## src/rtl/refdiv_pkg.sv

```systemverilog
package refdiv_pkg;
  localparam int SEL_W   = 3;
  localparam int CNT_W   = 11;
  localparam int RATIO_W = CNT_W + 1;
  localparam int N_CODES = 1 << SEL_W;

  function automatic logic [RATIO_W-1:0] ratio_of(input logic [SEL_W-1:0] code);
    logic [RATIO_W-1:0] r;
    case (code)
      3'd0:    r = RATIO_W'(8);
      3'd1:    r = RATIO_W'(64);
      3'd2:    r = RATIO_W'(128);
      3'd3:    r = RATIO_W'(256);
      3'd4:    r = RATIO_W'(540);
      3'd5:    r = RATIO_W'(1000);
      3'd6:    r = RATIO_W'(1024);
      default: r = RATIO_W'(2048);
    endcase
    return r;
  endfunction
endpackage

```

## src/rtl/refdiv_ratio_lut.sv

```systemverilog
module refdiv_ratio_lut
  import refdiv_pkg::*;
#(
  parameter int SW = SEL_W,
  parameter int CW = CNT_W,
  localparam int RW = CW + 1
) (
  input  logic [SW-1:0] sel,
  output logic [RW-1:0] ratio,
  output logic [CW-1:0] reload
);
  logic [RW-1:0] table_q [N_CODES];
  logic [RW-1:0] minus_one;

  for (genvar g = 0; g < N_CODES; g++) begin : g_entry
    assign table_q[g] = ratio_of(SEL_W'(g));
  end

  always_comb begin
    ratio     = table_q[sel];
    minus_one = ratio - RW'(1);
    reload    = minus_one[CW-1:0];
  end
endmodule

```

## src/rtl/refdiv_counter.sv

```systemverilog
module refdiv_counter #(
  parameter int CW = refdiv_pkg::CNT_W
) (
  input  logic          clk,
  input  logic          rst,
  input  logic [CW-1:0] reload,
  output logic          tc
);
  logic [CW-1:0] cnt_q;

  assign tc = (cnt_q == '0);

  always_ff @(posedge clk) begin
    if (rst || tc) cnt_q <= reload;
    else           cnt_q <= cnt_q - CW'(1);
  end
endmodule

```

## src/rtl/refdiv_outreg.sv

```systemverilog
module refdiv_outreg #(
  parameter int RW = refdiv_pkg::RATIO_W
) (
  input  logic          clk,
  input  logic          rst,
  input  logic          tc,
  input  logic [RW-1:0] ratio_next,
  output logic          pulse,
  output logic [RW-1:0] ratio_act
);
  always_ff @(posedge clk) begin
    if (rst) begin
      pulse     <= 1'b0;
      ratio_act <= ratio_next;
    end else begin
      pulse <= tc;
      if (tc) ratio_act <= ratio_next;
    end
  end
endmodule

```

## src/rtl/ref_rate_divider.sv

```systemverilog
module ref_rate_divider
  import refdiv_pkg::*;
#(
  parameter int SW = SEL_W,
  parameter int CW = CNT_W,
  localparam int RW = CW + 1
) (
  input  logic          clk,
  input  logic          rst,
  input  logic [SW-1:0] sel_i,
  output logic          ref_pulse_o,
  output logic [RW-1:0] ratio_o
);
  logic [RW-1:0] lut_ratio;
  logic [CW-1:0] lut_reload;
  logic          term;

  refdiv_ratio_lut #(.SW(SW), .CW(CW)) u_lut (
    .sel    (sel_i),
    .ratio  (lut_ratio),
    .reload (lut_reload)
  );

  refdiv_counter #(.CW(CW)) u_cnt (
    .clk    (clk),
    .rst    (rst),
    .reload (lut_reload),
    .tc     (term)
  );

  refdiv_outreg #(.RW(RW)) u_out (
    .clk        (clk),
    .rst        (rst),
    .tc         (term),
    .ratio_next (lut_ratio),
    .pulse      (ref_pulse_o),
    .ratio_act  (ratio_o)
  );
endmodule

```

## config.mk

```make
export PLATFORM = sky130hd
export DESIGN_NAME = ref_rate_divider
export DESIGN_NICKNAME = d
export VERILOG_FILES = /design/src/rtl/refdiv_pkg.sv /design/src/rtl/refdiv_ratio_lut.sv /design/src/rtl/refdiv_counter.sv /design/src/rtl/refdiv_outreg.sv /design/src/rtl/ref_rate_divider.sv
export SDC_FILE = /design/constraint.sdc
export NUM_CORES = 1
export LEC_CHECK = 0
export ABC_AREA = 1
export BUFFER_PORTS_ARGS = -buffer_cell sky130_fd_sc_hd__buf_2
export CORE_MARGIN = 2
export CORE_UTILIZATION = 50
export CTS_BUF_LIST = sky130_fd_sc_hd__clkbuf_8 sky130_fd_sc_hd__clkbuf_16
export CTS_CLUSTER_DIAMETER = 60
export DETAILED_ROUTE_END_ITERATION = 16
export PLACE_DENSITY = 0.72
export SYNTH_ARGS = -nofsm -noshare
export SYNTH_HDL_FRONTEND = slang
export SYNTH_SLANG_ARGS = --single-unit
```

## constraint.sdc

```tcl
create_clock -name clk -period 2.7 [get_ports clk]
set_input_delay 0.27 -clock clk [delete_from_list [all_inputs] [get_ports clk]]
set_output_delay 0.27 -clock clk [all_outputs]
set_load 0.02 [all_outputs]
```

-- Word level (Yosys, flattened, before mapping)
Memory sizes are Yosys's and may differ from the RTL's.
Index checks and enable logic that the tools add are counted.
- $add $sub $neg: 2
- order comparisons: 1
- multiplexer cells: 5
- bitwise operators: 1
- reduce and logical (&&, ||, !) cells: 3
- operators with widths (cell ; count):
    $mux W12 ; 4
    $sub A11 B1 Y11 const B ; 2
    $logic_not A11 Y1 ; 1
    $mux W11 ; 1
    $ge A4 B4 Y1 const B ; 1
    $not A3 Y4 ; 1
    $reduce_bool A2 Y1 ; 1
    $logic_or A1 B1 Y1 ; 1
- register bits after elaboration: 24
- memory bits (read-only): 96
- input bits: 5
- output and inout bits: 13
- memories kept: 1
- memory list (memory ; words ; bits a word ; read ports ; clocked after Yosys merged registers in ; wr ports ; RTL line ; RTL):
    (no name shown) ; 8 ; 12 ; 1 ; 0 ; 0 ; refdiv_ratio_lut.sv:20 ; ratio = table_q[sel];

-- Depth between registers and ports, before layout
Gate-level depths: netlist of run 1.
- word-level depth: 6
- depth in mapped cells: 13
- mapped depth without buffers: 13

-- Hierarchy
From an unflattened synthesis of run 1, not the netlist that was laid out.
- cells, all modules: 148
- area total of the unflattened synthesis: 1214.9 µm²
- by module, submodules not included (module ; times used ; cells an instance ; area each (µm²)):
    refdiv_counter ; 1 ; 90 ; 600.6
    refdiv_outreg ; 1 ; 17 ; 395.4
    refdiv_ratio_lut ; 1 ; 41 ; 219.0

-- Least setup slack after synthesis of run 1
No wires, ideal clock.
- path type: reg-to-reg
- start: reg u_cnt.cnt_q[0]
- end: reg u_cnt.cnt_q[6]
- setup time: 0.117 ns
- arrival time: 1.608 ns
- data required time: 2.583 ns
- setup slack: 0.974 ns
- cell stages (with the launch flop): 12
- clock period less this slack: 1.726 ns
- path through: dfxtp_1 -> or2_1 -> nor2_2 -> nand2_4 -> nand2_4 -> inv_1 -> nand2_1 -> ha_1 -> nand3_1 -> nor2_4 -> nand2_1 -> xor2_1
- cells in the longest elaborated chain, start to end: 3
- RTL lines (what ; RTL line ; RTL):
    start, declared ; refdiv_counter.sv:9 ; logic [CW-1:0] cnt_q;
    start signal, assigned ; refdiv_counter.sv:14 ; if (rst || tc) cnt_q <= reload;
    start signal, assigned ; refdiv_counter.sv:15 ; else cnt_q <= cnt_q - CW'(1);
    branches (longest 2 deep; another with $sub A11 B1 Y11) ; -- ;
    $mux W11 (*) ; refdiv_counter.sv:14 ;
Every way passes the cells marked *.
A chain may end at the register's enable or synchronous reset.

-- Worst setup path in the final report of run 1
Ends and elaborated chain as after synthesis.

==> flow_summary_export.csv, run 1 <==
group,metric,value,unit
status,outcome,"complete, no violations",
setup_path,crit_buf_inv,1,
synth,post_synth_mux_area_share,0,
setup_path,crit_slowest_cell,"sky130_fd_sc_hd__dfxtp_1",
synth,synth-seq-cells,21,
clock_tree,worstSkewPairLatency,260,ps
run,drv.max_cap_violation_count,0,
sta,max_freq,481.0,MHz
placed_design,placer_congestion_estimate,0.8373,
clock_tree,clk_root_buffer_cell,"sky130_fd_sc_hd__clkbuf_8",
synth,avgSynthCellArea,8.467,um2
synth,synth.yosys.seq_area_share,0.4533,
power,report.power.total,0.0008318,W
setup_path,path_delay_family,"simple AND/OR/NAND/NOR gates",
synth,synth.area.top_cells,"sky130_fd_sc_hd__edfxtp_1 24%, sky130_fd_sc_hd__dfxtp_1 21%, sky130_fd_sc_hd__nand2_1 9.0%",
sta,fin_crit,2079,ps
sta,final.setup_skew,2.165,ps
route,detailroute.via_count,843,
sta,timing.final.max_slew_violations,0,
synth,netlist-cell-type-count,23,
synth,synth_xor_area_frac,0.03889,
synth,async_s_r_ff_share_synth,0,
layout,drive_above_1_share,0.2617,
route,firstDrtPassIters,4,
power,combPwrFrac,0.277,
placed_design,dp.final_hpwl,1.486,mm
route,detail_route.drc_violations,0,
global_routing,global_route.overflow_total,0,
clock_tree,h_tree_levels,1,
die,dieWidth,51.46,um
clock_tree,total_number_of_clock_tree_sinks,21,
synth,netlist_top_cells_count,"27 x sky130_fd_sc_hd__nand2_1, 19 x sky130_fd_sc_hd__inv_1, 12 x sky130_fd_sc_hd__dfxtp_1",
route,drt_iter0_drc,8,
die,initial_core_util,0.5190,
clock_tree,clk_path_buf_depth,2,
synth,synth_enable_flop_cells,9,
power,cellPowerDensity,669.5,nW/um2
sta,setup_ws,621.1,ps
global_routing,grt_pass1_wl,3.022,mm
setup_path,critPathRequiredTime,2850,ps
setup_path,setup.worst_path.end_class,"flip-flop",
clock_tree,clock_tree_from_tritoncts,"yes",
die,row_count,17,
placed_design,port_buffers,15,
die,fp.dieArea,2648,um2
setup_path,timing.critical_path.from_type,"flip-flop",
sta,setup_repair_after_global_routing_missed_its_margin,"false",
die,placeableCoreArea,2170,um2
layout,diodes,0,
power,ir_worst_vdd,0.3187,mV
power,share_seq_of_total_power,0.485,
clock_tree,cts.reportedPaths.clkPinSlew,70,ps
global_routing,antenna_found_initial,0,
synth,synthesis.area,1126,um2
synth,synthAdderAreaFrac,0.01111,
global_routing,grt_start_max_net_pins,22,
clock_tree,post_cts_resize_count,0,
synth,synthSimpleGateAreaFrac,0.3444,
synth,postSynthCellCount,133,
setup_path,worstSetupPathType,"flip-flop to flip-flop",
clock_tree,cts_post_setup_buffers_inserted,0,
setup_path,critical_path.max_stage_delay,330,ps
synth,synthDominantAreaCellType,"sky130_fd_sc_hd__edfxtp_1",
route,postRouteWirelength,1.959,mm
global_routing,grt_pass1_vias,734,
synth,number_of_warnings_reported_in_the_yosys_synthesis_log,0,
sta,finalSetupTns,0,ps
setup_path,worstPathMaxFanout,21,
route,detail_route.vias_per_cell,4.763,
sta,setup-violations-final,0,
route,final_antenna_net_count,0,
sta,fin_worst_hold_slack,195.6,ps
power,power.static_leakage,0.6301,nW
synth,synth_ff_type,"sky130_fd_sc_hd__dfxtp_1",
synth,synth-compound-area-share,0.04111,
global_routing,track_usage,0.1586,
power,relative_contribution_of_the_clock_network_to_total_power,0.237,
clock_tree,cts_hold_repair.buffers,0,
die,io_pins,18,
clock_tree,cts_inserted_buffers,3,
setup_path,worst-endpoint-arrival,2230,ps
power,switching_share_of_power,0.3240,
route,detail_route.wl_per_cell,11.07,um
synth,netlist.area_leader.share,0.2400,
layout,layout-area-overhead-vs-synth,10.33,%
synth,post-synth-top-count-cell,"sky130_fd_sc_hd__nand2_1",
die,die_h,51.46,um
setup_path,worstPathCellList,"or2_1, nor2_2, nand2_4, nand2_4, inv_1, nand2_1, ha_1, nand3_1, nor2_4, nand2_1, xor2_1",
hold_path,min_path_type,"input port to flip-flop",
layout,total_nets_final,156,
power,total_switching_power,0.0002695,W
synth,synth_top_family_by_area,"simple AND/OR/NAND/NOR gates",
power,p_int,0.0005623,W
placed_design,placement_setup_slack,647.0,ps
sta,final.period_utilization,0.7700,
sta,hold_viol_final,0,
## through the flow
step           area (um2)  instances    util
5_1_grt              1242        177  0.5727
4_1_cts              1242        177  0.5727
2_1_floorplan        1130        134       -
6_report             1242        177  0.5727
3_3_place_gp         1197        173  0.5519
3_5_place_dp         1197        173  0.5519
## layer usage
layer  global-route usage  up-vias  share of wire  wire, um
met2               0.2671       27           0.46       903
met3              0.02924        9          0.053       103
li1                     -      446              -         -
met4               0.1096        0          0.034        66
met1               0.1796      361           0.45       885
met5                    0        -              0         0
## state kept, by name, summed over array words and instances (netlist names)
register / flops
u_cnt.cnt_q: 11
u_out.pulse: 1
u_out.ratio_act: 9
## cell type report
cell class | instances | area, um2
Clock inverter | 1 | 3.754
Timing Repair Buffer | 15 | 75.07
Tap cell | 28 | 35.03
Sequential cell | 21 | 510.5
Fill cell | 204 | 927.1
Clock buffer | 3 | 41.29
Inverter | 21 | 78.83
Multi-Input combinational cell | 88 | 498.0
## logic make-up (layout without fill, tap and decap cells)
logic type,count (synthesis),count (layout)
AO/OA/AOI/OAI,8,8
XOR/XNOR,5,5
adder cells (fa/ha/maj),1,1
buffers and inverters,25,40
flip-flops,21,21
other,1,2
AND/OR/NAND/NOR,72,72
## path summary, 6_finish.rpt
check / startpoint / to / slack, ps / cells past startpoint
worst min-delay path: rst / u_out.pulse$_SDFF_PP0_ / 200 / 2
worst max register to register: u_cnt.cnt_q[0]$_DFF_P_ / u_cnt.cnt_q[6]$_DFF_P_ / 620 / 11
worst min register to register: u_cnt.cnt_q[0]$_DFF_P_ / u_cnt.cnt_q[0]$_DFF_P_ / 450 / 1
worst max-delay path: u_cnt.cnt_q[0]$_DFF_P_ / u_cnt.cnt_q[6]$_DFF_P_ / 620 / 11
## power groups by stage
stage / registers (W) / clock network (W) / logic [W]
global placement: 0.000409 / 0 / 0.000226
finish: 0.000404 / 0.000197 / 0.000231
floorplan: 0.000415 / 0 / 0.000183
global route: 0.000408 / 0.000211 / 0.000257
detailed placement: 0.000410 / 0 / 0.000229
CTS: 0.000402 / 0.000204 / 0.000232
## placed cells by master, fill, tap and decap left out
cell type,n
sky130_fd_sc_hd__nand2_1,27
sky130_fd_sc_hd__inv_1,20
sky130_fd_sc_hd__buf_2,15
sky130_fd_sc_hd__dfxtp_1,12
sky130_fd_sc_hd__nor2_1,11
sky130_fd_sc_hd__nand3_1,9
sky130_fd_sc_hd__edfxtp_1,9
sky130_fd_sc_hd__nand2_2,7
sky130_fd_sc_hd__xor2_1,5
sky130_fd_sc_hd__o21ai_0,4
sky130_fd_sc_hd__nand2_4,4
sky130_fd_sc_hd__nor2_4,4
sky130_fd_sc_hd__nor2_2,3
sky130_fd_sc_hd__nand3b_1,3
sky130_fd_sc_hd__nand4_1,3
sky130_fd_sc_hd__clkbuf_8,3
sky130_fd_sc_hd__a21oi_1,2
sky130_fd_sc_hd__inv_2,2
sky130_fd_sc_hd__conb_1,2
sky130_fd_sc_hd__or2_1,1
sky130_fd_sc_hd__o21ai_2,1
sky130_fd_sc_hd__o211ai_1,1
sky130_fd_sc_hd__ha_1,1
No activity file was read; power rests on OpenSTA's default activity.
==> run 2: changes to the inputs <==
--- a/config.mk
+++ b/config.mk
@@ -8,11 +8,11 @@
 export ABC_AREA = 1
 export BUFFER_PORTS_ARGS = -buffer_cell sky130_fd_sc_hd__buf_2
 export CORE_MARGIN = 2
-export CORE_UTILIZATION = 50
+export CORE_UTILIZATION = 49
 export CTS_BUF_LIST = sky130_fd_sc_hd__clkbuf_8 sky130_fd_sc_hd__clkbuf_16
 export CTS_CLUSTER_DIAMETER = 60
 export DETAILED_ROUTE_END_ITERATION = 16
-export PLACE_DENSITY = 0.72
+export PLACE_DENSITY = 0.73
 export SYNTH_ARGS = -nofsm -noshare
 export SYNTH_HDL_FRONTEND = slang
 export SYNTH_SLANG_ARGS = --single-unit
==> constraint.sdc (replaced) <==
create_clock -name clk -period 1.7 [get_ports clk]
set_input_delay 0.17 -clock clk [delete_from_list [all_inputs] [get_ports clk]]
set_output_delay 0.17 -clock clk [all_outputs]
set_load 0.02 [all_outputs]
==> run 2 against run 1 <==
The flow now finishes with violations (setup timing); critical path type unchanged; design area rose by 18%; core utilization rose by 9.7 points; total power rose by 75%; die area rose by 1.9%; final cell count rose by 9.6%; sequential power rose by 60%; worst hold slack got worse by 100 ps.
==> flow_summary_export.csv, run 2 (same netlist as run 1, synthesis figures left out) <==
group,metric,value,unit
die,initial_core_util,0.5140,
placed_design,placedCellCount,182,
layout,total_nets_final,173,
sta,final.period_utilization,1.013,
setup_path,timing.critical_path.from_type,"flip-flop",
power,relative_contribution_of_the_clock_network_to_total_power,0.218,
sta,finalSetupTns,-46.55,ps
setup_path,worstSetupPathType,"flip-flop to flip-flop",
clock_tree,cts.reportedPaths.clkPinSlew,70,ps
clock_tree,cts_inserted_buffers,3,
setup_path,worstPathMaxFanout,6,
placed_design,placement_setup_slack,-93.78,ps
clock_tree,h_tree_levels,1,
die,dieWidth,51.94,um
route,detail_route.wl_per_cell,12.19,um
run,drv.max_cap_violation_count,0,
route,firstDrtPassIters,4,
layout,top_register,"u_cnt.cnt_q",
clock_tree,clk_path_buf_depth,2,
layout,layout-area-overhead-vs-synth,30.33,%
global_routing,grt_pass1_wl,3.691,mm
power,combPwrFrac,0.336,
power,ir_worst_vdd,0.7051,mV
layout,layout_common_cells,"23 x sky130_fd_sc_hd__nand2_1, 19 x sky130_fd_sc_hd__inv_1, 15 x sky130_fd_sc_hd__buf_2, 15 x sky130_fd_sc_hd__buf_4",
route,detail_route.drc_violations,0,
layout,diodes,0,
global_routing,grt_pass1_vias,882,
sta,setup_ws,-22.31,ps
layout,layout.cells.most_common,"sky130_fd_sc_hd__nand2_1",
sta,setup_repair_after_global_routing_missed_its_margin,"true",
power,switching_share_of_power,0.3311,
die,fp.dieArea,2698,um2
clock_tree,cts_hold_repair.buffers,0,
sta,fin_crit,1722,ps
setup_path,critPathRequiredTime,1850,ps
die,row_count,17,
setup_path,setup.worst_path.end_class,"flip-flop",
layout,final_cell_count_no_fill,194,
power,p_int,0.0009709,W
power,report.power.total,0.001451,W
die,die_h,51.94,um
placed_design,dp.final_hpwl,1.710,mm
route,postRouteWirelength,2.364,mm
route,drt_iter0_drc,13,
global_routing,grt_start_max_net_pins,16,
route,final_antenna_net_count,0,
die,placeableCoreArea,2191,um2
hold_path,min_path_type,"input port to flip-flop",
status,outcome,"finished, violations left",
layout,top_regs,"u_cnt.cnt_q (11), u_out.ratio_act (9), u_out.pulse (1)",
global_routing,antenna_found_initial,0,
clock_tree,clk_root_buffer_cell,"sky130_fd_sc_hd__clkbuf_8",
sta,final.setup_skew,1.088,ps
power,total_switching_power,0.0004805,W
status,failing_checks,"setup timing",
sta,max_freq,580.6,MHz
layout,drive_above_1_share,0.4096,
route,detail_route.vias_per_cell,4.763,
placed_design,placer_congestion_estimate,0.8208,
clock_tree,worstSkewPairLatency,260,ps
global_routing,track_usage,0.1931,
global_routing,global_route.overflow_total,0,
route,detailroute.via_count,924,
power,cellPowerDensity,989.0,nW/um2
power,share_seq_of_total_power,0.445,
sta,hold_viol_final,0,
die,io_pins,18,
power,power.static_leakage,0.7354,nW
clock_tree,clock_tree_from_tritoncts,"yes",
setup_path,worst-endpoint-arrival,1880,ps
placed_design,port_buffers,15,
sta,timing.final.max_slew_violations,0,
layout,max_ffs_per_register,11,
clock_tree,total_number_of_clock_tree_sinks,21,
sta,setup-violations-final,3,
run 2: final cells by class:
type / instances / area (um2)
timing repair buffer: 32 / 219.0
inverter: 21 / 81.33
fill: 160 / 723.2
sequential: 21 / 513.0
multi-input combinational: 88 / 574.3
clock buffer: 3 / 41.29
clock inverter: 1 / 3.754
tap: 28 / 35.03
run 2: final timing paths:
| check | start | end | depth (start not counted) | slack [ps] |
|---|---|---|---|---|
| hold / removal | rst | u_out.pulse$_SDFF_PP0_ | 2 | 90 |
| setup reg to reg | u_cnt.cnt_q[3]$_DFF_P_ | u_cnt.cnt_q[6]$_DFF_P_ | 11 | -20 |
| hold reg to reg | u_cnt.cnt_q[0]$_DFF_P_ | u_cnt.cnt_q[0]$_DFF_P_ | 2 | 530 |
| setup / recovery | u_cnt.cnt_q[3]$_DFF_P_ | u_cnt.cnt_q[6]$_DFF_P_ | 11 | -20 |
run 2: worst max-delay path: stages, from the launching register on:
cell and delay, ps:
sky130_fd_sc_hd__dfxtp_1 320, sky130_fd_sc_hd__or2_1 240, sky130_fd_sc_hd__nor2_2 160, sky130_fd_sc_hd__nand2_4 90, sky130_fd_sc_hd__nand2_8 90, sky130_fd_sc_hd__inv_4 60
sky130_fd_sc_hd__nand2_4 60, sky130_fd_sc_hd__ha_4 150, sky130_fd_sc_hd__nand3_4 70, sky130_fd_sc_hd__nor2_4 150, sky130_fd_sc_hd__nand2_1 80, sky130_fd_sc_hd__xor2_1 140
run 2: power groups by stage:
stage          sequential (W)  clock (W)  combinational, W
2_1_floorplan        0.000659          0          0.000295
3_3_place_gp         0.000648          0          0.000397
3_5_place_dp         0.000650          0          0.000410
4_1_cts              0.000641   0.000321          0.000441
5_1_grt              0.000652   0.000339          0.000539
6_report             0.000647   0.000317          0.000488
run 2: stage by stage:
step	instance area (um2)	hold slack, ps	util
2_1_floorplan	1137	242.4	-
3_3_place_gp	1272	363.0	0.5808
3_5_place_dp	1272	362.5	0.5808
4_1_cts	1383	84.55	0.6311
5_1_grt	1468	83.10	0.6699
6_report	1468	92.71	0.6699
run 2: per-layer routing:
layer  GRT usage  vias to the layer above  part of all wire
met5           0                        -                 0
met4      0.1404                        0             0.038
met3     0.02874                        6             0.042
met2      0.3312                       21              0.49
met1      0.2145                      421              0.43
li1            -                      476                 -
run 2: what timing repair did:
action,CTS,global route
hold endpoints to repair,0,0
buffers inserted,3,5
resized for setup,10,11
pin swaps,8,6
endpoints found under the setup margin,5,6
==> run 3: changes to the inputs <==
--- a/config.mk
+++ b/config.mk
@@ -8,11 +8,11 @@
 export ABC_AREA = 1
 export BUFFER_PORTS_ARGS = -buffer_cell sky130_fd_sc_hd__buf_2
 export CORE_MARGIN = 2
-export CORE_UTILIZATION = 49
+export CORE_UTILIZATION = 50
 export CTS_BUF_LIST = sky130_fd_sc_hd__clkbuf_8 sky130_fd_sc_hd__clkbuf_16
 export CTS_CLUSTER_DIAMETER = 60
 export DETAILED_ROUTE_END_ITERATION = 16
-export PLACE_DENSITY = 0.73
+export PLACE_DENSITY_LB_ADDON = 0.15
 export SYNTH_ARGS = -nofsm -noshare
 export SYNTH_HDL_FRONTEND = slang
 export SYNTH_SLANG_ARGS = --single-unit
==> constraint.sdc (replaced) <==
create_clock -name clk -period 1.98 [get_ports clk]
set_input_delay 0.198 -clock clk [delete_from_list [all_inputs] [get_ports clk]]
set_output_delay 0.198 -clock clk [all_outputs]
set_load 0.02 [all_outputs]
==> run 3 against run 2 <==
The run now ends clean; clock skew is essentially flat; combinational power shrank 30%; die area shrank 1.9%; sequential power shrank 15%; final cell count shrank 6.2%; largest power group unchanged; critical path depth is the same.
==> flow_summary_export.csv, run 3 (same netlist as run 1, synthesis figures left out) <==
group,metric,value,unit
status,outcome,"complete, no violations",
hold_path,number_of_cells_on_the_worst_hold_path,2,
sta,hold_viol_final,0,
clock_tree,total_number_of_clock_tree_sinks,21,
layout,final_cell_count_no_fill,182,
setup_path,worstSetupPathType,"flip-flop to flip-flop",
placed_design,port_buffers,15,
setup_path,crit_slowest_cell,"sky130_fd_sc_hd__dfxtp_1",
placed_design,placer_congestion_estimate,0.7775,
hold_path,min_path_type,"input port to flip-flop",
setup_path,timing.critical_path.from_type,"flip-flop",
setup_path,critical_path.max_stage_delay,340,ps
route,firstDrtPassIters,4,
global_routing,global_route.overflow_total,0,
sta,fin_crit,1890,ps
route,detailroute.via_count,868,
clock_tree,worstSkewPairLatency,260,ps
setup_path,critPathRequiredTime,2140,ps
global_routing,grt_pass1_vias,750,
die,die_h,51.46,um
sta,final.period_utilization,0.9545,
run,drv.max_cap_violation_count,0,
clock_tree,clk_root_buffer_cell,"sky130_fd_sc_hd__clkbuf_8",
clock_tree,cts_inserted_buffers,3,
layout,layout-area-overhead-vs-synth,15.89,%
layout,total_nets_final,161,
layout,diodes,0,
layout,n_fill_cell,196,
setup_path,reg_to_reg_endpoint,"u_cnt.cnt_q[6]$_DFF_P_",
global_routing,antenna_found_initial,0,
hold_path,min-delay-start,"rst",
setup_path,worstPathMaxFanout,6,
sta,final.setup_skew,1.313,ps
route,final_antenna_net_count,0,
layout,max_ffs_per_register,11,
power,ir_worst_vdd,0.4341,mV
placed_design,dp.final_hpwl,1.516,mm
global_routing,grt_start_max_net_pins,21,
setup_path,r2r.worst_path.cells,11,
placed_design,placedCellCount,175,
die,io_pins,18,
clock_tree,clk_path_buf_depth,2,
die,fp.dieArea,2648,um2
setup_path,worst-endpoint-arrival,2050,ps
route,detail_route.vias_per_cell,4.769,
die,row_count,17,
setup_path,setup.worst_path.end_class,"flip-flop",
hold_path,hold-path-endpoint,"u_out.pulse$_SDFF_PP0_",
global_routing,track_usage,0.1767,
die,initial_core_util,0.5190,
die,dieWidth,51.46,um
layout,top_regs,"u_cnt.cnt_q (11), u_out.ratio_act (9), u_out.pulse (1)",
layout,drive_above_1_share,0.3117,
layout,layout_common_cells,"26 x sky130_fd_sc_hd__nand2_1, 20 x sky130_fd_sc_hd__inv_1, 15 x sky130_fd_sc_hd__buf_2",
setup_path,worstPathCellList,"or2_1, nor2_2, nand2_4, nand2_4, inv_1, nand2_1, ha_2, nand3_2, nor2_4, nand2_1, xor2_1",
route,detail_route.wl_per_cell,11.64,um
clock_tree,clock_tree_from_tritoncts,"yes",
sta,setup-violations-final,0,
route,drt_iter0_drc,21,
setup_path,crit-reg2reg-launch,"u_cnt.cnt_q[0]$_DFF_P_",
clock_tree,h_tree_levels,1,
global_routing,grt_pass1_wl,3.325,mm
route,detail_route.drc_violations,0,
setup_path,setup.reg_to_reg.worst_slack,90,ps
clock_tree,cts.reportedPaths.clkPinSlew,80,ps
layout,final_area,1305,um2
clock_tree,cts_hold_repair.buffers,0,
power,cellPowerDensity,902.2,nW/um2
route,postRouteWirelength,2.118,mm
layout,top_register,"u_cnt.cnt_q",
power,power.static_leakage,0.6564,nW
layout,layout.cells.most_common,"sky130_fd_sc_hd__nand2_1",
placed_design,postPlaceCellArea,1212,um2
sta,max_freq,529.2,MHz
sta,timing.final.max_slew_violations,0,
die,placeableCoreArea,2170,um2
run 3: cell count changes in the layout (fill, tap and decap cells not counted), sizes merged:
cell / change
buf: -12
run 3: how the worst max path moves through the flow:
stage,startpoint,slack (ps),cells after the start,end
6_report,u_cnt.cnt_q[0]$_DFF_P_,90,11,u_cnt.cnt_q[6]$_DFF_P_
5_1_grt,u_cnt.cnt_q[0]$_DFF_P_,-40,12,u_cnt.cnt_q[10]$_DFF_P_
4_1_cts,u_cnt.cnt_q[0]$_DFF_P_,80,12,u_cnt.cnt_q[9]$_DFF_P_
3_5_place_dp,u_cnt.cnt_q[0]$_DFF_P_,90,12,u_cnt.cnt_q[9]$_DFF_P_
3_3_place_gp,u_cnt.cnt_q[0]$_DFF_P_,140,12,u_cnt.cnt_q[9]$_DFF_P_
2_1_floorplan,u_cnt.cnt_q[0]$_DFF_P_,250,11,u_cnt.cnt_q[6]$_DFF_P_
run 3: what timing repair did:
item                                    CTS  global route
endpoints found under the setup margin    0             6
resized for setup                         0             7
setup buffers                             0             3
run 3: per-layer routing:
metal	vias to the layer above	track usage	wire length, um
met4	0	0.1228	57
met5	-	0	0
met3	4	0.02632	58
li1	452	-	-
met2	19	0.2650	1037
met1	393	0.2319	964
run 3: report_power, final:
part / total, W / internal (W) / switching, W
clock: 0.000281 / 0.000138 / 0.000143
combinational: 0.000344 / 0.000124 / 0.000220
sequential: 0.000552 / 0.000521 / 0.0000306
total: 0.00118 / 0.000783 / 0.000394
run 3: critical path, delay by kind of cell, from the launching register on:
family	cells	cell delay (ps)
DFF	1	340
xor gates and xnor gates	1	140
and+or+nand+nor	8	1030
adders and majority gates	1	200
buffers and inverters	1	80
run 3: layout make-up:
class | instances | area, um2 | area share
clock buffer | 3 | 41.29 | 0.03164
clock inverter | 1 | 3.754 | 0.002876
inverter | 21 | 78.83 | 0.06040
multi-input combinational | 88 | 515.5 | 0.3950
sequential | 21 | 510.5 | 0.3912
tap | 28 | 35.03 | 0.02685
timing repair buffer | 20 | 120.1 | 0.09204
run 3: per-stage QoR:
| step | worst slack, ps | hold WS [ps] | power [W] | setup TNS, ps | util |
|---|---|---|---|---|---|
| after global routing | -44.90 | 120.7 | 0.001244 | -86.91 | 0.6015 |
| after floorplan | 254.5 | 270.4 | 0.0008153 | 0 | - |
| final | 90.18 | 117.8 | 0.001177 | 0 | 0.6015 |
| after CTS | 78.64 | 110.6 | 0.001168 | 0 | 0.5796 |
| after global placement | 141.5 | 393.0 | 0.0008813 | 0 | 0.5588 |
| after detailed placement | 91.87 | 396.2 | 0.0008854 | 0 | 0.5588 |
